File: config.mk
export PLATFORM = sky130hd
export DESIGN_NAME = ivm_top
export DESIGN_NICKNAME = d
export VERILOG_FILES = /design/src/rtl/ivm_pkg.sv /design/src/rtl/ivm_arb.sv /design/src/rtl/ivm_glob.sv /design/src/rtl/ivm_view.sv /design/src/rtl/ivm_top.sv
export SDC_FILE = /design/constraint.sdc
export NUM_CORES = 1
export LEC_CHECK = 0
export BUFFER_PORTS_ARGS = -buffer_cell sky130_fd_sc_hd__buf_2
export CAP_MARGIN = 25
export CORE_UTILIZATION = 45
export CTS_CLUSTER_DIAMETER = 120
export DETAILED_ROUTE_END_ITERATION = 7
export GPL_ROUTABILITY_DRIVEN = 1
export PLACE_DENSITY_LB_ADDON = 0.25
export RECOVER_POWER = 100
export SETUP_SLACK_MARGIN = 0.02
export SLEW_MARGIN = 0
export SYNTH_ARGS = -nofsm -noshare
export SYNTH_HDL_FRONTEND = slang
export SYNTH_SLANG_ARGS = --single-unit
export TNS_END_PERCENT = 1
File: constraint.sdc
create_clock -name clk -period 8.4 [get_ports clk]
set_clock_uncertainty 0.15 [all_clocks]
set_input_delay 0.84 -clock clk [delete_from_list [all_inputs] [get_ports clk]]
set_output_delay 0.84 -clock clk [all_outputs]
set_load 0.05 [all_outputs]
File: src/rtl/ivm_pkg.sv
`timescale 1ns/1ps
// Shared definitions for the incoherent view memory.
// Assumes the request op field is two bits wide.
package ivm_pkg;
    typedef enum logic [1:0] {
        OP_READ    = 2'b00,
        OP_WRITE   = 2'b01,
        OP_BARRIER = 2'b10,
        OP_NONE    = 2'b11
    } op_e;
endpackage

File: src/rtl/ivm_arb.sv
`timescale 1ns/1ps
// Fixed-priority arbiter: the lowest requesting index is granted.
// Assumes requests are held until granted; grant is combinational.
module ivm_arb #(
    parameter int N = 3
) (
    input  logic [N-1:0] req,
    output logic [N-1:0] grant
);
    // Pick the first requester from index 0 upward.
    always_comb begin
        logic found;
        found = 1'b0;
        grant = '0;
        for (int i = 0; i < N; i++) begin
            if (req[i] && !found) begin
                grant[i] = 1'b1;
                found    = 1'b1;
            end
        end
    end
endmodule

File: src/rtl/ivm_glob.sv
`timescale 1ns/1ps
// Global memory array: one read port per processor, one write port.
// Assumes the write port is driven by a single arbitrated winner.
module ivm_glob #(
    parameter int NPROC = 3,
    parameter int NADDR = 4,
    parameter int DW    = 8,
    localparam int AW   = (NADDR > 1) ? $clog2(NADDR) : 1
) (
    input  logic                clk,
    input  logic                rst_n,
    input  logic [NPROC*AW-1:0] rd_addr,
    output logic [NPROC*DW-1:0] rd_data,
    input  logic                wr_en,
    input  logic [AW-1:0]       wr_addr,
    input  logic [DW-1:0]       wr_data
);
    logic [DW-1:0] mem_q [NADDR];

    // Clear on reset, otherwise apply the granted copy-out.
    always_ff @(posedge clk) begin
        if (!rst_n) begin
            for (int a = 0; a < NADDR; a++) mem_q[a] <= '0;
        end else if (wr_en) begin
            mem_q[wr_addr] <= wr_data;
        end
    end

    // Each processor reads the value held at the start of the cycle.
    for (genvar p = 0; p < NPROC; p++) begin : g_rd
        assign rd_data[p*DW +: DW] = mem_q[rd_addr[p*AW +: AW]];
    end
endmodule

File: src/rtl/ivm_view.sv
`timescale 1ns/1ps
// One processor's private view with its guards and demand scheduler.
// Assumes one request at a time on the port; a pending read triggers
// copy-in, a pending barrier triggers copy-out and then drop.
module ivm_view
    import ivm_pkg::*;
#(
    parameter int NADDR = 4,
    parameter int DW    = 8,
    localparam int AW   = (NADDR > 1) ? $clog2(NADDR) : 1
) (
    input  logic             clk,
    input  logic             rst_n,
    input  logic             req_valid,
    input  logic [1:0]       req_op,
    input  logic [AW-1:0]    req_addr,
    input  logic [DW-1:0]    req_wdata,
    output logic             req_ready,
    output logic [DW-1:0]    rsp_rdata,
    input  logic [DW-1:0]    glob_val,
    output logic             cout_req,
    input  logic             cout_grant,
    output logic [DW-1:0]    cout_data,
    output logic [NADDR-1:0] live_o,
    output logic [NADDR-1:0] new_o
);
    logic [DW-1:0]    val_q [NADDR];
    logic [NADDR-1:0] live_q, new_q;
    op_e              op;
    logic             ent_live, ent_new;
    logic             do_wr, do_in, do_drop;

    assign op = op_e'(req_op);

    // Guards and action selection for the addressed entry.
    always_comb begin
        ent_live  = live_q[req_addr];
        ent_new   = new_q[req_addr];
        req_ready = 1'b0;
        do_wr     = 1'b0;
        do_in     = 1'b0;
        cout_req  = 1'b0;
        do_drop   = 1'b0;
        case (op)
            OP_READ: begin
                req_ready = ent_live;
                do_in     = req_valid && !ent_live;
            end
            OP_WRITE: begin
                req_ready = 1'b1;
                do_wr     = req_valid;
            end
            OP_BARRIER: begin
                req_ready = !ent_live;
                cout_req  = req_valid && ent_live && ent_new;
                do_drop   = req_valid && ent_live && !ent_new;
            end
            default: req_ready = 1'b1;
        endcase
    end

    assign rsp_rdata = val_q[req_addr];
    assign cout_data = val_q[req_addr];
    assign live_o    = live_q;
    assign new_o     = new_q;

    // Update the entry for write, copy-in, granted copy-out or drop.
    always_ff @(posedge clk) begin
        if (!rst_n) begin
            live_q <= '0;
            new_q  <= '0;
            for (int a = 0; a < NADDR; a++) val_q[a] <= '0;
        end else begin
            if (do_wr) begin
                val_q[req_addr]  <= req_wdata;
                live_q[req_addr] <= 1'b1;
                new_q[req_addr]  <= 1'b1;
            end
            if (do_in) begin
                val_q[req_addr]  <= glob_val;
                live_q[req_addr] <= 1'b1;
            end
            if (cout_req && cout_grant) begin
                new_q[req_addr] <= 1'b0;
            end
            if (do_drop) begin
                live_q[req_addr] <= 1'b0;
            end
        end
    end
endmodule

File: src/rtl/ivm_top.sv
`timescale 1ns/1ps
// Incoherent view memory top: per-processor views, arbitrated
// copy-out into one global array. No cross-view coherence.
// Assumes each port holds its request until ready.
module ivm_top #(
    parameter int NPROC = 3,
    parameter int NADDR = 4,
    parameter int DW    = 8,
    localparam int AW   = (NADDR > 1) ? $clog2(NADDR) : 1
) (
    input  logic                clk,
    input  logic                rst_n,
    input  logic [NPROC-1:0]    req_valid,
    input  logic [2*NPROC-1:0]  req_op,
    input  logic [AW*NPROC-1:0] req_addr,
    input  logic [DW*NPROC-1:0] req_wdata,
    output logic [NPROC-1:0]    req_ready,
    output logic [DW*NPROC-1:0] rsp_rdata
);
    logic [NPROC-1:0]       cout_req, cout_grant;
    logic [DW*NPROC-1:0]    cout_data_all, glob_rd;
    logic [NPROC*NADDR-1:0] live_all, new_all;
    logic                   gw_en;
    logic [AW-1:0]          gw_addr;
    logic [DW-1:0]          gw_data;

    for (genvar p = 0; p < NPROC; p++) begin : g_view
        ivm_view #(.NADDR(NADDR), .DW(DW)) view_i (
            .clk        (clk),
            .rst_n      (rst_n),
            .req_valid  (req_valid[p]),
            .req_op     (req_op[2*p +: 2]),
            .req_addr   (req_addr[p*AW +: AW]),
            .req_wdata  (req_wdata[p*DW +: DW]),
            .req_ready  (req_ready[p]),
            .rsp_rdata  (rsp_rdata[p*DW +: DW]),
            .glob_val   (glob_rd[p*DW +: DW]),
            .cout_req   (cout_req[p]),
            .cout_grant (cout_grant[p]),
            .cout_data  (cout_data_all[p*DW +: DW]),
            .live_o     (live_all[p*NADDR +: NADDR]),
            .new_o      (new_all[p*NADDR +: NADDR])
        );
    end

    ivm_arb #(.N(NPROC)) arb_i (
        .req   (cout_req),
        .grant (cout_grant)
    );

    // Route the granted copy-out to the global write port.
    always_comb begin
        gw_en   = |cout_grant;
        gw_addr = '0;
        gw_data = '0;
        for (int p = 0; p < NPROC; p++) begin
            if (cout_grant[p]) begin
                gw_addr = req_addr[p*AW +: AW];
                gw_data = cout_data_all[p*DW +: DW];
            end
        end
    end

    ivm_glob #(.NPROC(NPROC), .NADDR(NADDR), .DW(DW)) glob_i (
        .clk     (clk),
        .rst_n   (rst_n),
        .rd_addr (req_addr),
        .rd_data (glob_rd),
        .wr_en   (gw_en),
        .wr_addr (gw_addr),
        .wr_data (gw_data)
    );
endmodule

==> Flow_metrics.wiki, run 1 <==
{| class="wikitable"
! Metric !! Value
|-
| Outcome || complete, but fails checks
|-
| Violated checks || max-capacitance violations, max-slew violations
|-
| Antenna violation net count after detailed routing || 0
|-
| Height of the die || 133.9 um
|-
| Clock tree from TritonCTS || yes
|-
| Resized Gates After CTS || 0
|-
| Via count || 5183
|-
| Total power of the final layout || 1835 uW
|-
| Number of synthesized register bits || 152
|-
| Cells traversed along the worst timing path || clkbuf_1 -> mux4_2 -> nor4b_1 -> nor2_1 -> o21ai_0 -> clkbuf_1
|-
| Post-DP Area || 8280 um^2
|-
| Summed area of non-filler cells in the final layout || 8647 um^2
|-
| Synthesized area divided by synthesized cell count || 13.41 um^2
|-
| Cell with the largest stage delay on the worst path || sky130_fd_sc_hd__nor4b_1
|-
| Count of buffers added by post-CTS timing repair for setup || 0
|-
| Ys flop type || sky130_fd_sc_hd__edfxtp_1
|-
| Area of the core region || 16760 um^2
|-
| Overall track demand over capacity in global routing || 0.2317
|-
| Final routed wirelength across all metal layers || 19540 um
|-
| Via density per instance || 5.978
|-
| Combined area of the multi-input logic cells || 2954 um^2
|-
| Data arrival at the endpoint of the critical path || 5.71 ns
|-
| Synthesized instance count || 584
|-
| Slew HR || -0.2756
|-
| I/O Pins || 68
|-
| CTS Sinks || 152
|-
| Die X || 133.9 um
|-
| Initial Util || 0.4671
|-
| Number of hold violations in the final report || 0
|-
| Fraction of registers with async set/reset || 0
|-
| End-of-flow core utilization || 0.5159
|-
| Final worst path period need || 5.770 ns
|-
| Count of distinct cell types in the synthesized netlist || 44
|-
| Pin slew with the least headroom to its limit || 1.887 ns
|-
| Worst Hold Class || flip-flop to flip-flop
|-
| Max-capacitance violation count || 6
|-
| CTS clock-pin slew for the worst setup and hold paths || 0.06 ns
|-
| H-tree level count || 4
|-
| Buffer type at the clock tree root || sky130_fd_sc_hd__clkbuf_16
|-
| Total die area || 17930 um^2
|-
| HPWL after DPL || 13800 um
|-
| Final Max Tran Viols || 102
|-
| First-pass GRT wire length || 30120 um
|-
| Kind of end point of the critical path || flip-flop
|-
| Number of violations reported at the end of detailed-routing iteration 0 || 483
|-
| Number of placement rows || 47
|-
| Vias in the first global route || 5225
|-
| Number of nets in the final layout || 676
|-
| Number of fillers in the final layout || 1521
|-
| Summed negative setup slack over all endpoints || 0 ns
|-
| Number of buffers inserted by hold repair at cts || 0
|-
| Fmax || 173.3 MHz
|-
| Share of post-route cells with drive strength above 1 || 0.2442
|-
| Most frequent standard cell in the layout excluding fill and tap cells || sky130_fd_sc_hd__edfxtp_1
|-
| Final routed DRC violation total || 0
|-
| Mean routed wirelength per cell || 22.53 um
|-
| Initial antenna violation count || 0
|-
| Post-synth EDFFs || 128
|-
| Sequential fraction of the synthesis area || 0.5523
|-
| Post-route fraction of the period consumed by the critical path || 0.6870
|-
| Worst setup slack after placement || 3.468 ns
|-
| Post-Syn Nets || 625
|-
| Clock buffer depth || 2
|-
| Maximum fanout count along the critical path || 23
|-
| Num CTS Buffers || 17
|-
| WS Path Type || primary input to flip-flop
|-
| Unrepaired setup endpoints after global routing || no
|-
| Smallest setup slack after layout || 2.630 ns
|-
| Yosys warnings || 0
|-
| Router iterations before antenna repair || 5
|-
| Global-route congestion overflow total || 0
|-
| Antenna Diode Count || 0
|-
| Finish-stage setup viols || 0
|-
| Nature of the critical path startpoint || primary input
|-
| Maximum ir drop on the vdd rail || 0.1381 mV
|-
| Crit path required time || 8.34 ns
|-
| Layout overhead on the synthesized area || 10.45%
|-
| Largest stage delay, worst path || 1.51 ns
|-
| CP dominant cell by count || sky130_fd_sc_hd__clkbuf_1
|-
| Netlist area before placement || 7829 um^2
|-
| Commonest non-fill, non-tap cells in the layout || 128 x sky130_fd_sc_hd__edfxtp_1, 101 x sky130_fd_sc_hd__nor2_1, 54 x sky130_fd_sc_hd__mux4_2, 45 x sky130_fd_sc_hd__clkbuf_1, 41 x sky130_fd_sc_hd__inv_1
|-
| Input/output buffers || 67
|-
| Sequential cell area in the final layout || 4324 um^2
|-
| Maximum number of pins on one net before global-route repair || 74
|-
| Pwr dens || 212.2 nW/um^2
|-
| Leakage power summed over all cells || 0.003243 uW
|-
| Latest clock arrival within the worst-skew pair || 0.43 ns
|-
| RD Place Congestion || 0.9063
|}
-- metrics by stage --
step | instances | hold slack [ns]
floorplan | 584 | 0.3417
global placement | 834 | 0.3547
detailed placement | 834 | 0.3585
CTS | 865 | 0.3784
global route | 867 | 0.3989
finish | 867 | 0.3756
-- metal layers --
metal  wire, um  GRT usage  vias up
met4        569     0.1016        0
met2       9366     0.3618      199
met3       1279    0.04460       39
met1       8321     0.3159     2614
met5          0          0        -
li1           -          -     2331
-- final timing paths --
kind	from	to	slack, ns	cells after the start
worst min-delay path	g_view[2].view_i.new_o[2]	g_view[2].view_i.new_o[2]	0.38	1
worst min register to register	g_view[2].view_i.new_o[2]	g_view[2].view_i.new_o[2]	0.38	1
worst max-delay path	req_addr[4]	g_view[2].view_i.val_q[1][5]	2.63	6
worst max register to register	g_view[2].view_i.live_o[3]	g_view[2].view_i.val_q[1][5]	4.19	5
-- area by class of cell --
cell class,instances,share of cell area
clock inverters,13,0.01765
well taps,220,0.03183
inverters,41,0.01780
repair buffers,82,0.04138
clock buffers,18,0.04963
flip-flops and latches,152,0.5001
multi-input cells,341,0.3416
-- sequential cells by signal (all words and copies together) (netlist names) --
register	count
g_view.view_i.val_q	96
glob_i.mem_q	32
g_view.view_i.live_o	12
g_view.view_i.new_o	12
-- synth_stat cells (8+ instances only) --
cell / n / area [um^2]
sky130_fd_sc_hd__edfxtp_1: 128 / 3844
sky130_fd_sc_hd__nor2_1: 97 / 364.1
sky130_fd_sc_hd__mux4_2: 54 / 1216
sky130_fd_sc_hd__inv_1: 41 / 153.9
sky130_fd_sc_hd__nand2_1: 29 / 108.9
sky130_fd_sc_hd__a22o_1: 24 / 210.2
sky130_fd_sc_hd__dfxtp_1: 24 / 480.5
sky130_fd_sc_hd__o221a_2: 24 / 270.3
sky130_fd_sc_hd__clkbuf_1: 20 / 75.07
sky130_fd_sc_hd__o21ai_0: 20 / 100.1
sky130_fd_sc_hd__buf_2: 13 / 65.06
sky130_fd_sc_hd__nor3_2: 13 / 130.1
sky130_fd_sc_hd__nor3_1: 11 / 55.05
sky130_fd_sc_hd__nand2b_1: 9 / 56.30
sky130_fd_sc_hd__and3_1: 8 / 50.05
sky130_fd_sc_hd__buf_1: 8 / 30.03
-- cell families after synthesis --
logic type,synth area share
compound gates,0.09973
xor+xnor,0.003357
buf+inv,0.05242
flops,0.5523
mux,0.1579
simple gates,0.1342
-- report_power, final --
group	switching, uW	internal (uW)	total [uW]	leakage (uW)
Clock	300	464	764	0.000281
Combinational	142	65.5	207	0.00144
Sequential	13.3	851	864	0.00152
-- worst max-delay path: cells and delay by family --
family          cells  cell delay (ns)
simple gates        2             1.97
buf+inv             2             1.64
compound gates      1             0.52
mux                 1             0.72
(Power assumes the default switching activity.)
==> run 2: changes to the inputs <==
- clock period: 8.4 -> 5.9 ns (I/O delays scaled with it)
==> Flow_metrics.wiki, run 2 (same netlist as run 1, synthesis figures left out) <==
{| class="wikitable"
! Metric !! Value
|-
| Outcome || complete, but fails checks
|-
| Violated checks || max-capacitance violations, max-slew violations
|-
| Maximum number of pins on one net before global-route repair || 39
|-
| Worst Hold Class || flip-flop to flip-flop
|-
| Latest clock arrival within the worst-skew pair || 0.43 ns
|-
| Total die area || 17930 um^2
|-
| Router iterations before antenna repair || 5
|-
| Sequential cell fraction of total power || 0.468
|-
| Share of post-route cells with drive strength above 1 || 0.2573
|-
| Summed negative setup slack over all endpoints || 0 ns
|-
| Final worst path period need || 4.570 ns
|-
| Largest stage delay, worst path || 1.21 ns
|-
| Num CTS Buffers || 17
|-
| Cells traversed along the worst timing path || clkbuf_1 -> mux4_2 -> and3_1 -> and3_4 -> o22a_1 -> o31ai_1
|-
| CTS Sinks || 152
|-
| Area of the core region || 16760 um^2
|-
| Largest register by flop count || g_view.view_i.val_q
|-
| Pin slew with the least headroom to its limit || 1.717 ns
|-
| Antenna violation net count after detailed routing || 0
|-
| Depth of the most critical reg-to-reg path || 5
|-
| Initial antenna violation count || 0
|-
| Mean routed wirelength per cell || 22.58 um
|-
| Pwr dens || 302.2 nW/um^2
|-
| Global-route congestion overflow total || 0
|-
| Fmax || 218.8 MHz
|-
| CTS clock-pin slew for the worst setup and hold paths || 0.06 ns
|-
| P_sw || 661.2 uW
|-
| Worst path top cell family by delay || compound AO/OA/AOI/OAI gates
|-
| Post-DP Area || 8255 um^2
|-
| Maximum ir drop on the vdd rail || 0.2222 mV
|-
| Final routed wirelength across all metal layers || 19620 um
|-
| Number of violations reported at the end of detailed-routing iteration 0 || 563
|-
| Nature of the critical path startpoint || primary input
|-
| Crit path required time || 5.80 ns
|-
| Slew HR || -0.1445
|-
| Maximum fanout count along the critical path || 23
|-
| Overall track demand over capacity in global routing || 0.2321
|-
| Unrepaired setup endpoints after global routing || no
|-
| Die X || 133.9 um
|-
| Input/output buffers || 67
|-
| Number of buffer and inverter stages on the critical path || 1
|-
| Vias in the first global route || 5181
|-
| Resized Gates After CTS || 0
|-
| Height of the die || 133.9 um
|-
| H-tree level count || 4
|-
| Count of buffers added by post-CTS timing repair for setup || 0
|-
| Cell with the largest stage delay on the worst path || sky130_fd_sc_hd__clkbuf_1
|-
| Cell-internal power || 1970 uW
|-
| Cells on Worst Hold Path || 1
|-
| Clk network pwr share || 0.420
|-
| Initial Util || 0.4671
|-
| Final routed DRC violation total || 0
|-
| Kind of end point of the critical path || flip-flop
|-
| Data arrival at the endpoint of the critical path || 4.47 ns
|-
| Max reg flops || 96
|-
| I/O Pins || 68
|-
| Summed area of non-filler cells in the final layout || 8707 um^2
|-
| Via density per instance || 6.012
|-
| Number of fillers in the final layout || 1477
|-
| Registers with the most flip-flops || g_view.view_i.val_q: 96 flops, glob_i.mem_q: 32 flops
|-
| Relative contribution of combinational cells to total power || 0.112
|-
| Clock tree from TritonCTS || yes
|-
| Worst setup slack after placement || 1.558 ns
|-
| Smallest setup slack after layout || 1.330 ns
|-
| Switching Fraction || 0.2513
|-
| Leakage power summed over all cells || 0.003275 uW
|-
| Antenna Diode Count || 0
|-
| Buffer type at the clock tree root || sky130_fd_sc_hd__clkbuf_16
|-
| Number of nets in the final layout || 677
|-
| Commonest non-fill, non-tap cells in the layout || 128 x sky130_fd_sc_hd__edfxtp_1, 100 x sky130_fd_sc_hd__nor2_1, 54 x sky130_fd_sc_hd__mux4_2, 43 x sky130_fd_sc_hd__clkbuf_1, 41 x sky130_fd_sc_hd__inv_1
|-
| HPWL after DPL || 14140 um
|-
| Via count || 5224
|-
| Max-capacitance violation count || 2
|-
| Clock buffer depth || 2
|-
| Post-route fraction of the period consumed by the critical path || 0.7746
|-
| Number of hold violations in the final report || 0
|-
| Layout overhead on the synthesized area || 11.22%
|-
| Final Max Tran Viols || 48
|-
| Finish-stage setup viols || 0
|-
| Number of placement rows || 47
|-
| Number of buffers inserted by hold repair at cts || 0
|-
| RD Place Congestion || 0.9354
|-
| Levels on crit path || 6
|-
| WS Path Type || primary input to flip-flop
|-
| First-pass GRT wire length || 30390 um
|-
| Most frequent standard cell in the layout excluding fill and tap cells || sky130_fd_sc_hd__edfxtp_1
|}
-- run 2: changes by cell type in the layout (fill, tap and decap cells not counted), moves of 2 or more --
cell	delta
sky130_fd_sc_hd__clkinv_4	+4
sky130_fd_sc_hd__clkbuf_1	-2
sky130_fd_sc_hd__clkinv_1	-2
sky130_fd_sc_hd__nor3_1	-2
sky130_fd_sc_hd__nor3_2	+2
sky130_fd_sc_hd__nor4b_1	-2
sky130_fd_sc_hd__nor4b_4	+2
-- run 2: layout make-up --
cell class / instances / area [um^2] / share of cell area
clock buffer: 17 / 425.4 / 0.04886
clock inverter: 15 / 176.4 / 0.02026
inverter: 41 / 153.9 / 0.01768
multi-input combinational: 341 / 2985 / 0.3429
sequential: 152 / 4324 / 0.4966
tap: 220 / 275.3 / 0.03161
timing repair buffer: 83 / 366.6 / 0.04210
-- run 2: layer usage --
metal | up-vias | wire length, um | GRT usage
li1 | 2324 | - | -
met4 | 0 | 461 | 0.08586
met5 | - | 0 | 0
met1 | 2624 | 7916 | 0.3204
met3 | 37 | 1416 | 0.03326
met2 | 239 | 9826 | 0.3745
-- run 2: path summary, 6_finish.rpt --
| path | slack (ns) | to | from |
|---|---|---|---|
| max reg2reg | 2.25 | g_view[1].view_i.val_q[1][6] | g_view[1].view_i.live_o[3] |
| min | 0.38 | g_view[2].view_i.new_o[0] | g_view[2].view_i.new_o[0] |
| max | 1.33 | glob_i.mem_q[1][6] | req_addr[4] |
| min reg2reg | 0.38 | g_view[2].view_i.new_o[0] | g_view[2].view_i.new_o[0] |
-- run 2: power groups by stage --
stage / Sequential [uW] / Clock [uW] / Combinational (uW)
global route: 1240 / 1170 / 310
global placement: 1250 / 0 / 300
detailed placement: 1250 / 0 / 303
floorplan: 1240 / 0 / 222
finish: 1230 / 1110 / 295
CTS: 1230 / 1120 / 305
-- run 2: metrics by stage --
| step | power [uW] | cells | util | hold slack [ns] |
|---|---|---|---|---|
| after floorplan | 1465 | 584 | - | 0.3417 |
| after global placement | 1552 | 830 | 0.4923 | 0.3577 |
| after detailed placement | 1557 | 831 | 0.4926 | 0.3588 |
| after CTS | 2658 | 863 | 0.5285 | 0.3798 |
| after global routing | 2713 | 869 | 0.5195 | 0.4029 |
| final | 2632 | 869 | 0.5195 | 0.3815 |
